--- src/rtl/cfg_stream_pkg.sv ---
package cfg_stream_pkg;
  typedef enum logic {
    MODE_STREAM = 1'b0,
    MODE_BIDIR  = 1'b1
  } mode_e;
endpackage

--- src/rtl/cfg_sync2.sv ---
// Two-flop synchroniser with a selectable reset level.
module cfg_sync2 #(
  parameter logic RST_VAL = 1'b0
) (
  input  logic clk,
  input  logic rst,
  input  logic din,
  output logic level
);
  logic [1:0] ff;
  always_ff @(posedge clk) begin
    if (rst) ff <= {2{RST_VAL}};
    else     ff <= {ff[0], din};
  end
  assign level = ff[1];
endmodule

--- src/rtl/cfg_glitch_filter.sv ---
// The output follows the input only after the input has differed for FILT_CYC consecutive samples.
module cfg_glitch_filter #(
  parameter int FILT_CYC = 4
) (
  input  logic clk,
  input  logic rst,
  input  logic lvl_in,
  output logic lvl_out
);
  localparam int CW = $clog2(FILT_CYC + 1);
  logic [CW-1:0] cnt_q;
  logic          filt_q;

  always_ff @(posedge clk) begin
    if (rst) begin
      filt_q <= 1'b1;
      cnt_q  <= '0;
    end else if (lvl_in == filt_q) begin
      cnt_q  <= '0;
    end else if (cnt_q == CW'(FILT_CYC - 1)) begin
      filt_q <= lvl_in;
      cnt_q  <= '0;
    end else begin
      cnt_q  <= cnt_q + 1'b1;
    end
  end
  assign lvl_out = filt_q;
endmodule

--- src/rtl/cfg_stream_engine.sv ---
// Preamble counter, bit slot sequencer, address walker and the array, which is written so that block RAM can be inferred.
module cfg_stream_engine #(
  parameter int DEPTH      = 128,
  parameter int WIDTH      = 8,
  parameter int PRE_EDGES  = 9,
  parameter int START_ADDR = 0
) (
  input  logic                     clk,
  input  logic                     rst,
  input  logic                     tx_lvl,
  input  logic                     halt,
  input  logic                     wr_en,
  input  logic [$clog2(DEPTH)-1:0] wr_addr,
  input  logic [WIDTH-1:0]         wr_data,
  output logic                     sda_oe,
  output logic                     sda_out,
  output logic                     step,
  output logic                     pre_done
);
  localparam int AW = $clog2(DEPTH);
  localparam int SW = $clog2(WIDTH + 1);
  localparam int IW = (WIDTH > 1) ? $clog2(WIDTH) : 1;
  localparam int PW = $clog2(PRE_EDGES + 1);

  logic [WIDTH-1:0] mem [DEPTH];
  logic [WIDTH-1:0] rd_q;
  logic [AW-1:0]    addr_q;
  logic [SW-1:0]    slot_q;
  logic [PW-1:0]    pre_q;
  logic             tx_prev;
  logic             oe_q, out_q;
  logic [IW-1:0]    bit_idx;

  // Array write port and a registered read of the current byte.
  always_ff @(posedge clk) begin
    if (wr_en) mem[wr_addr] <= wr_data;
    rd_q <= mem[addr_q];
  end

  assign step     = tx_lvl & ~tx_prev;
  assign pre_done = (pre_q == PW'(PRE_EDGES));
  assign bit_idx  = IW'(WIDTH - 1) - slot_q[IW-1:0];

  always_ff @(posedge clk) begin
    if (rst) begin
      tx_prev <= 1'b0;
      pre_q   <= '0;
      slot_q  <= '0;
      addr_q  <= AW'(START_ADDR);
      oe_q    <= 1'b0;
      out_q   <= 1'b1;
    end else begin
      tx_prev <= tx_lvl;
      if (halt) begin
        oe_q  <= 1'b0;
        out_q <= 1'b1;
      end else if (step) begin
        if (!pre_done) begin
          pre_q <= pre_q + 1'b1;
        end else if (slot_q != SW'(WIDTH)) begin
          oe_q   <= 1'b1;
          out_q  <= rd_q[bit_idx];
          slot_q <= slot_q + 1'b1;
        end else begin
          oe_q   <= 1'b0;
          out_q  <= 1'b1;
          slot_q <= '0;
          addr_q <= (addr_q == AW'(DEPTH - 1)) ? '0 : addr_q + 1'b1;
        end
      end
    end
  end

  assign sda_oe  = oe_q;
  assign sda_out = out_q;
endmodule

--- src/rtl/cfg_stream_mem.sv ---
module cfg_stream_mem #(
  parameter int DEPTH      = 128,
  parameter int WIDTH      = 8,
  parameter int PRE_EDGES  = 9,
  parameter int FILT_CYC   = 4,
  parameter int START_ADDR = 0
) (
  input  logic                     clk,
  input  logic                     rst,
  input  logic                     tx_clk,
  input  logic                     bd_clk,
  input  logic                     pl_we,
  input  logic [$clog2(DEPTH)-1:0] pl_addr,
  input  logic [WIDTH-1:0]         pl_data,
  output logic                     sda_oe,
  output logic                     sda_out,
  output logic                     bidir_mode
);
  import cfg_stream_pkg::*;

  logic  tx_lvl, bd_lvl, bd_filt;
  logic  halt;
  logic  eng_step, eng_pre_done;
  mode_e mode_q;

  cfg_sync2 #(.RST_VAL(1'b0)) u_tx_sync (
    .clk(clk), .rst(rst), .din(tx_clk), .level(tx_lvl)
  );

  cfg_sync2 #(.RST_VAL(1'b1)) u_bd_sync (
    .clk(clk), .rst(rst), .din(bd_clk), .level(bd_lvl)
  );

  cfg_glitch_filter #(.FILT_CYC(FILT_CYC)) u_bd_filt (
    .clk(clk), .rst(rst), .lvl_in(bd_lvl), .lvl_out(bd_filt)
  );

  // Sticky mode latch: a qualified low level on the filtered clock enters bidirectional mode.
  always_ff @(posedge clk) begin
    if (rst)          mode_q <= MODE_STREAM;
    else if (!bd_filt) mode_q <= MODE_BIDIR;
  end

  assign halt       = (mode_q == MODE_BIDIR) | ~bd_filt;
  assign bidir_mode = (mode_q == MODE_BIDIR);

  cfg_stream_engine #(
    .DEPTH(DEPTH), .WIDTH(WIDTH), .PRE_EDGES(PRE_EDGES), .START_ADDR(START_ADDR)
  ) u_engine (
    .clk(clk), .rst(rst), .tx_lvl(tx_lvl), .halt(halt),
    .wr_en(pl_we), .wr_addr(pl_addr), .wr_data(pl_data),
    .sda_oe(sda_oe), .sda_out(sda_out),
    .step(eng_step), .pre_done(eng_pre_done)
  );
endmodule

--- config.mk ---
export PLATFORM = sky130hd
export DESIGN_NAME = cfg_stream_mem
export DESIGN_NICKNAME = d
export VERILOG_FILES = /design/src/rtl/cfg_stream_pkg.sv /design/src/rtl/cfg_sync2.sv /design/src/rtl/cfg_glitch_filter.sv /design/src/rtl/cfg_stream_engine.sv /design/src/rtl/cfg_stream_mem.sv
export SDC_FILE = /design/constraint.sdc
export NUM_CORES = 1
export LEC_CHECK = 0
export ABC_AREA = 1
export BUFFER_PORTS_ARGS = -buffer_cell sky130_fd_sc_hd__buf_4
export CELL_PAD_IN_SITES_DETAIL_PLACEMENT = 1
export CELL_PAD_IN_SITES_GLOBAL_PLACEMENT = 2
export CORE_UTILIZATION = 46
export DETAILED_ROUTE_END_ITERATION = 7
export PLACE_DENSITY = 0.95
export RECOVER_POWER = 100
export SYNTH_ARGS = -nofsm -noshare
export SYNTH_HDL_FRONTEND = slang
export SYNTH_SLANG_ARGS = --single-unit
--- constraint.sdc ---
create_clock -name clk -period 3.3 [get_ports clk]
set_input_delay 0.825 -clock clk [delete_from_list [all_inputs] [get_ports clk]]
set_output_delay 0.825 -clock clk [all_outputs]
set_load 0.02 [all_outputs]
Word level (Yosys, flattened, before mapping)
Memory sizes are Yosys's and may differ from the RTL's. A register that Yosys moved wholly into a read port is not among the register bits.
Cells that the tools add are included.
Widths: inputs -> output; s select.
{"block": "word_totals", "ramBits": 1024, "out_inout_bits": 3, "elab_cells": 46, "register_bits": 27, "mem_count": 1, "input_bits": 20}
{"block": "op_classes", "muxes": 8, "n_eq_ne": 5, "bitwise_logic": 8, "addsub": 5, "n_reduce_logical": 7, "order_cmp": 1}
{"name": "u_engine.mem", "words": 128, "word_bits": 8, "read_ports": 1, "rd_ports_with_merged_regs": 1, "write_ports": 1, "line_no": "cfg_stream_engine.sv:25", "source": "logic [WIDTH-1:0] mem [DEPTH];"}
{"op": "$add 4x1->4 const B", "count": 2}
{"op": "$add 7x1->7 const B", "count": 1}
{"op": "$eq 7x7->1 const B", "count": 1}
{"op": "$mux 7", "count": 1}
{"op": "$not 1->1", "count": 6}
{"op": "$reduce_and 3->1", "count": 2}
{"op": "$mux 1", "count": 5}
{"op": "$eq 4x4->1 const B", "count": 1}
{"op": "$lt 3x4->1 const B", "count": 1}
{"op": "$mux 4", "count": 1}
{"op": "$ne 4x4->1 const B", "count": 1}
{"op": "$reduce_and 2->1", "count": 2}
{"op": "$reduce_and 4->1", "count": 1}
{"op": "$add 3x1->3 const B", "count": 1}
{"op": "$bmux 1 s3", "count": 1}
{"op": "$eq 3x2->1 const B", "count": 1}
{"op": "$reduce_or 3->1", "count": 1}
{"op": "$sub 3x3->3 const A", "count": 1}
{"op": "$reduce_or 2->1", "count": 1}
{"op": "$and 1x1->1", "count": 1}
{"op": "$eq 1x1->1", "count": 1}
{"op": "$or 1x1->1", "count": 1}

Longest topological paths before layout
{"block": "logic_depth", "depth_word": 4, "depth_mapped": 17, "mapped_depth_nobuf": 13}

Cells and area by module
From an unflattened synthesis, not the netlist that was laid out.
{"block": "hier_totals", "cells_unflattened": 4313, "area_unflattened_um2": 44800.5}
{"module": "cfg_stream_engine", "cells_per_inst": 4277, "area_per_inst_um2": 44485.2, "seq_area_each_um2": 31270.0, "instances": 1}
{"module": "cfg_glitch_filter", "cells_per_inst": 19, "area_per_inst_um2": 165.2, "seq_area_each_um2": 80.1, "instances": 1}
{"module": "cfg_sync2 (u_bd_sync)", "cells_per_inst": 7, "area_per_inst_um2": 58.8, "seq_area_each_um2": 40.0, "instances": 1}
{"module": "cfg_sync2 (u_tx_sync)", "cells_per_inst": 6, "area_per_inst_um2": 55.1, "seq_area_each_um2": 40.0, "instances": 1}
{"module": "cfg_stream_mem", "cells_per_inst": 4, "area_per_inst_um2": 36.3, "seq_area_each_um2": 20.0, "instances": 1}

Worst setup path before layout
No wires, ideal clock.
{"block": "synth_timing", "path_type": "in2reg", "start": "input port pl_we", "end": "memory u_engine.mem[105][0] (enable)", "setup_ns": 0.370, "path_slack_ns": 1.119, "n_path_buf": 2, "t_required_ns": 2.930, "arrival_ns": 1.811, "stages": 4, "path_cell_list": "clkbuf_1 -> nand2_1 -> clkbuf_1 -> nor2_1"}
{"block": "synth_via", "elab_chain_cells": 2}
{"element": "start, declared", "line_no": "cfg_stream_mem.sv:12", "source": "input logic pl_we,"}
{"element": "$mux 1", "line_no": "cfg_stream_engine.sv:36", "source": "if (wr_en) mem[wr_addr] <= wr_data;"}
{"element": "$mux 1 (not written as such)", "line_no": "cfg_stream_engine.sv:36"}
{"element": "end, declared", "line_no": "cfg_stream_engine.sv:25"}
Every way passes these cells.

Final worst setup path
{"block": "layout_timing", "start": "input port pl_data[2]", "end": "memory u_engine.mem[107][2], data pin"}
{"element": "start, declared", "line_no": "cfg_stream_mem.sv:14", "source": "input logic [WIDTH-1:0] pl_data,"}
No word-level cell before the write port.

==> flow_summary_export.csv <==
group,metric,value,unit
synthesis,netlist.top_cell.by_area,"sky130_fd_sc_hd__edfxtp_1",
critical_path,crit_chain,"clkbuf_1 > clkbuf_4",
cts,clock_tree.buffer_depth,3,
die,floorplan.io_pins,23,
timing,setup_viol,0,
placement,post-dp-hpwl,78600,µm
die,initial_core_util,46.49,%
run,maxCapViolCount,8,
cts,cts_resized,0,
finish,finalNetCount,4420,
cts,tritoncts_clock_tree,"done",
synthesis,asyncSetResetFlopFracSynth,0,%
critical_path,worstSetupPathType,"in -> reg",
drt,drt-met1-wl,53070,µm
critical_path,cp_slowest_stage_delay,1.42,ns
power_and_ir_drop,max-vdd-ir-drop,0.0004853,V
cts,cts.htree.levels,3,
drt,routed_wirelength,132500,µm
drt,remaining_drc_errors,0,
synthesis,synth_top_area_share,68.39,%
finish,most_common_library_cell_in_the_layout_ignoring_fill_and_taps,"sky130_fd_sc_hd__nand2_1",
critical_path,worst_path_max_delay_cell,"sky130_fd_sc_hd__clkbuf_1",
timing,hold_violations,0,
cts,clk_transition_reported_paths,0.06,ns
timing,rsz0062_at_grt,"false",
cts,cts_setup_buffers,0,
cts,clkLatencyLatePin,0.72,ns
die,die_width,314.6,µm
synthesis,synth.yosys.seq_area_share,69.95,%
cts,cts_root_buf,"sky130_fd_sc_hd__clkbuf_16",
die,fp.dieArea,99000,µm²
cts,cts-buffers-inserted,109,
synthesis,synth_enable_flop_cells,1024,
drt,vias,31630,
power_and_ir_drop,p_leak,0.01938,µW
synthesis,synth.area.top_cells,"sky130_fd_sc_hd__edfxtp_1 68%, sky130_fd_sc_hd__nand2_1 11%, sky130_fd_sc_hd__nor2_1 5.1%",
global_routing,global_route.overflow_total,0,
synthesis,yosys_most_used_dff,"sky130_fd_sc_hd__edfxtp_1",
synthesis,synth-seq-cells,1059,
drt,drt_pass1_iterations,6,
cts,post_cts_hold_buffer_count,0,
drt,detail-route-antenna-nets,0,
drt,route.met2.wl,66370,µm
timing,slew_headroom,-72.19,%
hold_path,min-delay-path-class,"in -> reg",
timing,final.period_utilization,89.48,%
outcome,outcome,"complete, but fails checks",
critical_path,worstPathMaxFanout,56,
drt,met3RoutedLength,8394,µm
global_routing,grt_max_degree,136,
outcome,failed_checks,"capacitance limit, slew limit",
timing,finalSetupTns,0,ns
global_routing,grt_pass1_vias,33110,
synthesis,synth_nets,4338,
critical_path,timing.reg2reg.setup_slack,0.45,ns
die,fp.coreArea,96710,µm²
drt,wire_per_inst,23.00,µm
finish,drive_gt1_share,5.263,%
drt,avgViaCountPerCell,5.490,
critical_path,critical_path.n_buffers_inverters,2,
critical_path,critPathArrivalTime,3.34,ns
timing,final_max_slew_viol_count,360,
critical_path,start_kind,"input pin",
placement,globalplace.congestion,0.8569,
timing,timing.clock.skew,0.02233,ns
global_routing,grt_use_total,26.92,%
cts,cts_num_sinks,1059,
global_routing,wire_length_of_the_first_global_routing_pass,200000,µm
global_routing,antenna_found_initial,0,
timing,fmax,0.3386,GHz
power_and_ir_drop,power_density,545.8,nW/µm²
drt,drt_first_iter_violations,3142,
die,rows,114,
finish,mostFrequentLayoutCells,"1287 x sky130_fd_sc_hd__nand2_1, 1024 x sky130_fd_sc_hd__edfxtp_1, 615 x sky130_fd_sc_hd__nor2_1, 437 x sky130_fd_sc_hd__nand3_1, 419 x sky130_fd_sc_hd__inv_1",
timing,hold-worst-slack,0.3132,ns
critical_path,worstPathRequired,3.69,ns
synthesis,post_synth_num_cell_types,31,
timing,period_needed,2.953,ns
critical_path,cpLargestDelayFamily,"buffers and inverters",
synthesis,synth.cell_area,44960,µm²
die,die_h,314.6,µm
placement,portBuffers,22,
synthesis,average_size_of_a_mapped_cell,10.43,µm²
critical_path,worst_setup_end_kind,"flop",
timing,max_slew.worst_pin.slew,2.583,ns
synthesis,syn-instance-count,4311,
finish,area.growth.synth_to_final,11.57,%
synthesis,yosys_warnings,0,
drt,routed.top_layer,"met4",
-- flip-flops by register name, indices dropped and copies added, names as in the netlist --
| name | count |
|---|---|
| bidir_mode | 1 |
| u_bd_filt.cnt_q | 3 |
| u_bd_filt.lvl_out | 1 |
| u_bd_sync.ff | 2 |
| u_engine.addr_q | 7 |
| u_engine.mem | 1024 |
| u_engine.pre_q | 4 |
| u_engine.rd_q | 8 |
| u_engine.sda_oe | 1 |
| u_engine.sda_out | 1 |
| u_engine.slot_q | 4 |
| u_engine.tx_prev | 1 |
| u_tx_sync.ff | 2 |
-- metrics by stage --
| step | std cells | power, µW | util (%) | setup WS, ns | instance area, µm² |
|---|---|---|---|---|---|
| global placement | 5558 | 15540 | 48.83 | 0.6390 | 47220 |
| finish | 5761 | 27380 | 51.87 | 0.3470 | 50160 |
| CTS | 5760 | 27510 | 52.42 | 0.6761 | 50690 |
| floorplan | 4311 | 15170 | - | 1.119 | 44960 |
| detailed placement | 5558 | 15550 | 48.83 | 0.5135 | 47220 |
| global route | 5760 | 27930 | 51.87 | 0.2887 | 50160 |
-- final cells by class --
type | instances | area (µm²)
antenna | 1 | 2.502
clock buffer | 129 | 2824
clock inverter | 73 | 644.4
fill | 10470 | 46540
inverter | 428 | 1630
multi-input combinational | 2604 | 10740
sequential | 1059 | 31460
tap | 1276 | 1597
timing repair buffer | 191 | 1267
-- cell usage after synthesis (3+ instances only) --
master / instances
sky130_fd_sc_hd__buf_4: 17
sky130_fd_sc_hd__buf_2: 84
sky130_fd_sc_hd__nand3_1: 437
sky130_fd_sc_hd__o21ai_0: 174
sky130_fd_sc_hd__edfxtp_1: 1024
sky130_fd_sc_hd__buf_6: 17
sky130_fd_sc_hd__nor2_1: 616
sky130_fd_sc_hd__nor3_1: 13
sky130_fd_sc_hd__a21oi_1: 26
sky130_fd_sc_hd__buf_1: 27
sky130_fd_sc_hd__inv_1: 421
sky130_fd_sc_hd__clkbuf_1: 71
sky130_fd_sc_hd__buf_8: 3
sky130_fd_sc_hd__ha_1: 7
sky130_fd_sc_hd__dfxtp_1: 35
sky130_fd_sc_hd__nand2_1: 1287
sky130_fd_sc_hd__clkinv_1: 4
sky130_fd_sc_hd__o21ai_1: 32
-- final timing paths --
check,startpoint,to,cells past startpoint
worst max-delay path,pl_data[2],u_engine.mem[107][2]$_DFFE_PP_,2
worst min-delay path,bd_clk,u_bd_sync.ff[0]$_SDFF_PP1_,2
worst max register to register,u_engine.addr_q[0]$_SDFFE_PP0P_,u_engine.rd_q[1]$_DFF_P_,12
worst min register to register,u_bd_sync.ff[0]$_SDFF_PP1_,u_bd_sync.ff[1]$_SDFF_PP1_,1
-- metal layers --
layer | up-vias | GRT usage [%]
li1 | 14340 | -
met1 | 15930 | 34.70
met2 | 1089 | 46.10
met3 | 273 | 3.986
met4 | 0 | 9.819
met5 | - | 0
-- logic make-up (layout without fill, tap and decap cells) --
logic type	count (synthesis)	in the layout	share of synthesized area [%]
XOR/XNOR	2	2	0.03897
AND/OR/NAND/NOR	2360	2360	21.00
flip-flops	1059	1059	69.95
other	0	1	0
AO/OA/AOI/OAI	235	235	2.633
adder cells (fa/ha/maj)	7	7	0.1948
buffers and inverters	648	821	6.186
-- report_power, final --
group / leakage, µW / internal, µW / total [µW] / switching, µW
clock network: 0.00170 / 6820 / 12100 / 5300
registers: 0.00949 / 14800 / 14800 / 15.4
logic: 0.00818 / 58.8 / 454 / 395
total: 0.0194 / 21700 / 27400 / 5710
No activity file was read; power rests on OpenSTA's default activity.
